<file path="src/rtl/smp_pkg.sv">
// Shared constants for the sample packet assembler.
// Assumes a 32-bit host word that holds two samples of one channel.
package smp_pkg;
    localparam int unsigned WORD_W = 32;
    typedef logic [WORD_W-1:0] word_t;
endpackage

</file>
<file path="src/rtl/smp_pair_capture.sv">
// Pairs two consecutive strobes of NCH samples into NCH channel words.
// Assumes all channels strobe together. The first sample of the pair goes
// in the low half, the second in the high half. `done` is combinational
// and marks the strobe that completes a pair.
module smp_pair_capture #(
    parameter int unsigned NCH   = 4,
    parameter int unsigned SMP_W = 16
) (
    input  logic                     clk,
    input  logic                     rst_n,
    input  logic                     en,
    input  logic                     vld,
    input  logic [NCH*SMP_W-1:0]     data,
    output logic                     done,
    output logic [NCH*2*SMP_W-1:0]   words
);
    logic                 second_q;
    logic [NCH*SMP_W-1:0] early_q;

    // Track which half of the pair is next and keep the earlier samples.
    always_ff @(posedge clk) begin
        if (!rst_n || !en) begin
            second_q <= 1'b0;
            early_q  <= '0;
        end else if (vld) begin
            if (!second_q) early_q <= data;
            second_q <= ~second_q;
        end
    end

    // A pair completes on the second strobe.
    always_comb done = en && vld && second_q;

    for (genvar c = 0; c < NCH; c++) begin : g_chan
        // Later sample high, earlier sample low.
        always_comb words[c*2*SMP_W +: 2*SMP_W] =
            {data[c*SMP_W +: SMP_W], early_q[c*SMP_W +: SMP_W]};
    end
endmodule

</file>
<file path="src/rtl/smp_frame_ctr.sv">
// Wrapping frame counter. It is held at zero while disabled and
// advances once per completed sample pair.
module smp_frame_ctr #(
    parameter int unsigned FRAME_W = 32
) (
    input  logic               clk,
    input  logic               rst_n,
    input  logic               en,
    input  logic               adv,
    output logic [FRAME_W-1:0] cnt
);
    // Count pairs, wrapping naturally at the counter width.
    always_ff @(posedge clk) begin
        if (!rst_n || !en) cnt <= '0;
        else if (adv)      cnt <= cnt + 1'b1;
    end
endmodule

</file>
<file path="src/rtl/smp_word_serializer.sv">
// One-packet buffer that streams NW words with valid/ready.
// The caller loads only when `free` is high. `free` also covers the cycle
// in which the final word is accepted, so back-to-back packets need no bubble.
module smp_word_serializer #(
    parameter int unsigned NW = 5,
    parameter int unsigned WW = 32
) (
    input  logic             clk,
    input  logic             rst_n,
    input  logic             flush,
    input  logic             load,
    input  logic [NW*WW-1:0] pkt,
    input  logic             ready,
    output logic             valid,
    output logic [WW-1:0]    data,
    output logic             last,
    output logic             free
);
    localparam int unsigned IDX_W = (NW > 1) ? $clog2(NW) : 1;

    logic             busy_q;
    logic [IDX_W-1:0] idx_q;
    logic [NW*WW-1:0] buf_q;

    // Output view of the buffer.
    always_comb begin
        valid = busy_q;
        last  = busy_q && (idx_q == IDX_W'(NW-1));
        data  = buf_q[idx_q*WW +: WW];
        free  = !busy_q || (ready && last);
    end

    // Load a packet, then step through its words as they are accepted.
    always_ff @(posedge clk) begin
        if (!rst_n || flush) begin
            busy_q <= 1'b0;
            idx_q  <= '0;
            buf_q  <= '0;
        end else if (load) begin
            buf_q  <= pkt;
            busy_q <= 1'b1;
            idx_q  <= '0;
        end else if (busy_q && ready) begin
            if (last) begin
                busy_q <= 1'b0;
                idx_q  <= '0;
            end else begin
                idx_q  <= idx_q + 1'b1;
            end
        end
    end
endmodule

</file>
<file path="src/rtl/frame_packer.sv">
// Framed sample packet assembler: a frame word followed by NCH channel words,
// each channel word holding two consecutive samples.
// Assumes 2*SMP_W equals the 32-bit host word and FRAME_W is at most 32.
module frame_packer #(
    parameter int unsigned NCH     = 4,
    parameter int unsigned SMP_W   = 16,
    parameter int unsigned FRAME_W = 32
) (
    input  logic                     clk,
    input  logic                     rst_n,
    input  logic                     acq_en,
    input  logic                     smp_vld,
    input  logic [NCH*SMP_W-1:0]     smp_data,
    output logic [31:0]              out_data,
    output logic                     out_valid,
    input  logic                     out_ready,
    output logic                     out_last,
    output logic                     overflow
);
    import smp_pkg::*;

    localparam int unsigned NW = NCH + 1;

    logic                      pair_done;
    logic [NCH*2*SMP_W-1:0]    chan_words;
    logic [FRAME_W-1:0]        frame_num;
    logic                      buf_free;
    logic                      do_load;
    logic                      do_drop;
    logic [NW*WORD_W-1:0]      packet;
    logic                      ovf_q;

    smp_pair_capture #(.NCH(NCH), .SMP_W(SMP_W)) u_cap (
        .clk   (clk),
        .rst_n (rst_n),
        .en    (acq_en),
        .vld   (smp_vld),
        .data  (smp_data),
        .done  (pair_done),
        .words (chan_words)
    );

    smp_frame_ctr #(.FRAME_W(FRAME_W)) u_ctr (
        .clk   (clk),
        .rst_n (rst_n),
        .en    (acq_en),
        .adv   (pair_done),
        .cnt   (frame_num)
    );

    // Assemble the packet image and decide whether to keep or drop it.
    always_comb begin
        packet  = {chan_words, WORD_W'(frame_num)};
        do_load = pair_done && buf_free;
        do_drop = pair_done && !buf_free;
    end

    smp_word_serializer #(.NW(NW), .WW(WORD_W)) u_ser (
        .clk   (clk),
        .rst_n (rst_n),
        .flush (!acq_en),
        .load  (do_load),
        .pkt   (packet),
        .ready (out_ready),
        .valid (out_valid),
        .data  (out_data),
        .last  (out_last),
        .free  (buf_free)
    );

    // Sticky overflow flag, cleared by disabling acquisition.
    always_ff @(posedge clk) begin
        if (!rst_n || !acq_en) ovf_q <= 1'b0;
        else if (do_drop)      ovf_q <= 1'b1;
    end

    always_comb overflow = ovf_q;
endmodule

</file>
<file path="config.mk">
export PLATFORM = sky130hd
export DESIGN_NAME = frame_packer
export DESIGN_NICKNAME = d
export VERILOG_FILES = /design/src/rtl/smp_pkg.sv /design/src/rtl/smp_pair_capture.sv /design/src/rtl/smp_frame_ctr.sv /design/src/rtl/smp_word_serializer.sv /design/src/rtl/frame_packer.sv
export SDC_FILE = /design/constraint.sdc
export NUM_CORES = 1
export LEC_CHECK = 0
export CORE_AREA = 2 2 209 211
export DETAILED_ROUTE_END_ITERATION = 8
export DIE_AREA = 0 0 211 213
export GPL_TIMING_DRIVEN = 0
export HOLD_SLACK_MARGIN = 0.15
export PLACE_DENSITY = 0.4
export SLEW_MARGIN = 15
export SYNTH_ARGS = -nofsm -noshare
export SYNTH_HDL_FRONTEND = slang
export SYNTH_SLANG_ARGS = --single-unit
</file>
<file path="constraint.sdc">
create_clock -name clk -period 2.4 [get_ports clk]
set_input_delay 0.72 -clock clk [delete_from_list [all_inputs] [get_ports clk]]
set_output_delay 0.72 -clock clk [all_outputs]
set_load 0.01 [all_outputs]
</file>
==> results.cfg <==
[clocking]
path_clk_slew_ns = 0.06
cts_root_buf = clkbuf_16
clk_path_buf_depth = 3
cts_sinks = 262
cts_buffers = 34
worstSkewPairLatency_ns = 0.51
cts_tree = done
postCtsHoldBufs = 0
cts-htree-levels = 2

[layout]
layout_commonest_cell = nand2_1
drive_above_1_share_pct = 15.7
antenna_cells = 0
fill_cells = 4582
layout_common_cells = 493 x nand2_1, 257 x dfxtp_1, 248 x a21oi_1, 68 x clkdlybuf4s50_1, 56 x clkbuf_1
area_growth_pct = 28.6
nNetsFinal = 1545

[critical_path]
worstSetupPathType = flip-flop to output pin
critPathTopFamily = buffers and inverters
worst-path-stages = 7
ff2ff_setup_slack_ns = 0.20
slowest_stage = mux4_2
r2r-start = u_ctr.cnt[1]$_SDFFE_PP0P_
crit_path_max_fanout = 5
reg2reg_depth = 7
crit_path_end_kind = output pin
worstSetupStartpointType = flip-flop
r2r_end = u_ctr.cnt[16]$_SDFFE_PP0P_
required_ns = 1.68
worstPathArrival_ns = 2.09
endpoint = out_data[20]
cpPeakStageDelay_ns = 0.57
cp_cell_sequence = clkbuf_16 -> buf_6 -> buf_12 -> mux4_2 -> inv_2 -> o21ai_2 -> buf_2
startpoint = u_ser.idx_q[0]$_SDFFE_PP0P_
worst-path-buf-inv = 5

[power]
ir_worst_vdd_uv = 380
p_per_area_nw_per_um2 = 731
cellLeakagePower_nw = 4.41

[logic_synthesis]
ys_ff_latch = 262
synth_cell_types = 38
synth_cells = 1328
synth_seq_area_share_pct = 49.5
mappedNetlistNets = 1400
netlist_area_sq_um = 10600
yosysWarnings = 0
synth_area_per_cell_sq_um = 7.98

[routing]
remaining_drc_errors = 0
routed_wl_mm = 41.0
viasPerCell = 4.69
num_vias = 9567
first_iter_violations = 672
ant_nets = 0
detail_route.first_pass.iterations = 5
wl_per_cell_um = 20.1

[floorplan]
rows = 76
start_util_pct = 24.8
core_sq_um = 42700
die_w_um = 211
die_h_um = 213
dieArea_sq_um = 44900
boundaryPins = 104

[job]
maxCapViolCount = 0

[global_routing]
antenna_found_initial = 0
grt_max_degree = 13
grt_usage_pct = 18.1
grt_pass1_vias = 9122
grt_pass1_wl_mm = 59.9
grt_overflow = 0

[status]
outcome = complete, but fails checks
violations = negative setup slack

[sta]
holdWs_ns = 0.454
hold_violations = 0
min_period_ns = 2.81
setup_violations = 32
period_share_pct = 117
tightest_slew_ns = 0.826
relSlewSlack_pct = 44.9
fmaxAchievable_ghz = 0.356
setup_ws_ns = -0.408
skew_ns = 0.0189
rsz0062_at_grt = true
final_max_slew_viol_count = 0

[placement]
dpl_worst_slack_ns = -1.12
gp_congestion = 0.911
io_buffer_count = 103
dpl.hpwl_mm = 31.4

[worst_hold_path]
hold_class = flip-flop to flip-flop
hold_path_depth = 2
-- worst reg2reg max path: stages (launching register included) --
cell and delay [ns]:
dfxtp_1 0.40, ha_1 0.21, nand2_2 0.12, or4_1 0.51, buf_2 0.18, buf_4 0.19, or3_1 0.34, a21oi_1 0.15
-- cell usage after synthesis (all sizes together) --
master / instances / area, sq um
nor3: 7 / 35.0
and3: 4 / 25.0
nor2: 14 / 52.6
o31a: 1 / 8.76
xor2: 4 / 35.0
inv: 38 / 143
nor3b: 1 / 7.51
o41ai: 1 / 8.76
and4: 3 / 26.3
nand4: 9 / 71.3
or3: 6 / 37.5
nor4: 5 / 31.3
a31oi: 1 / 6.26
dfxtp: 262 / 5250
a21oi: 248 / 1240
or4: 16 / 124
nand2: 495 / 1860
nor2b: 1 / 6.26
mux4: 32 / 721
o21ba: 1 / 10.0
a21boi: 1 / 7.51
and2: 1 / 6.26
ha: 3 / 37.5
o21ai: 37 / 185
nand2b: 2 / 12.5
or3b: 1 / 8.76
a21bo: 1 / 10.0
mux2i: 1 / 10.0
o31ai: 14 / 105
nand3: 10 / 50.1
clkbuf: 80 / 300
xnor2: 7 / 61.3
buf: 21 / 109
-- metrics by stage --
stage	cell area [sq um]	std cells	setup TNS, ns	total power [mW]	utilization, %
global route	13600	2042	-12.22	10.3	31.9
global placement	12300	1977	-241.07	4.95	28.8
finish	13600	2042	-10.38	9.96	31.9
CTS	13500	2040	-12.74	10.1	31.7
detailed placement	12300	1977	-244.13	4.95	28.8
floorplan	10600	1328	-0.000420	4.69	-
-- where the power goes --
group	total (mW)	switching [mW]	internal (mW)
combinational	0.434	0.271	0.163
sequential	4.42	0.0295	4.39
clock	5.10	1.94	3.16
total	9.96	2.24	7.72
-- cell type report --
cell class,instances,area (sq um),share of cell area [%]
clock buffers,51,1030,7.53
repair buffers,114,1020,7.49
inverters,38,143,1.05
plain buffers,96,517,3.79
well taps,546,683,5.01
clock inverters,8,96.3,0.707
multi-input cells,927,4890,35.9
flip-flops and latches,262,5250,38.5
-- routing by layer --
metal | wire [um] | track usage, %
met3 | 1660 | 2.28
met5 | 0 | 0
met2 | 18500 | 29.0
met4 | 1060 | 5.51
met1 | 19700 | 25.5
-- repair_timing --
action,CTS,global route
resized for setup,251,48
pin swaps,3,2
setup endpoints to repair,277,230
gates cloned,2,3
setup buffers,6,2
hold endpoints to repair,0,0
-- cells by family (layout without fill, tap and decap cells) --
logic type | Yosys count | after routing | synth area share [%]
and+or+nand+nor | 575 | 575 | 22.2
AOI/OAI and AO/OA | 305 | 305 | 14.9
DFF | 262 | 262 | 49.5
buffers and inverters | 139 | 307 | 5.21
muxes | 33 | 33 | 6.90
xor gates and xnor gates | 11 | 11 | 0.909
adders and majority gates | 3 | 3 | 0.354
-- state kept, by name, summed over array words and instances (netlist names) --
register,cells
u_cap.second_q,1
u_ser.buf_q,160
u_ctr.cnt,32
u_cap.early_q,64
u_ser.idx_q,3
u_ser.valid,1
overflow,1
-- worst min-delay path by stage --
stage / startpoint / end / slack, ns
2_1_floorplan: u_cap.early_q[36]$_SDFFE_PP0P_ / u_ser.buf_q[100]$_SDFFE_PP0P_ / 0.43
3_3_place_gp: u_ser.buf_q[129]$_SDFFE_PP0P_ / u_ser.buf_q[129]$_SDFFE_PP0P_ / 0.44
3_5_place_dp: u_cap.early_q[60]$_SDFFE_PP0P_ / u_ser.buf_q[140]$_SDFFE_PP0P_ / 0.45
4_1_cts: u_cap.early_q[41]$_SDFFE_PP0P_ / u_ser.buf_q[105]$_SDFFE_PP0P_ / 0.45
5_1_grt: u_cap.early_q[41]$_SDFFE_PP0P_ / u_ser.buf_q[105]$_SDFFE_PP0P_ / 0.46
6_report: u_cap.early_q[41]$_SDFFE_PP0P_ / u_ser.buf_q[105]$_SDFFE_PP0P_ / 0.45
(Power assumes the default switching activity.)
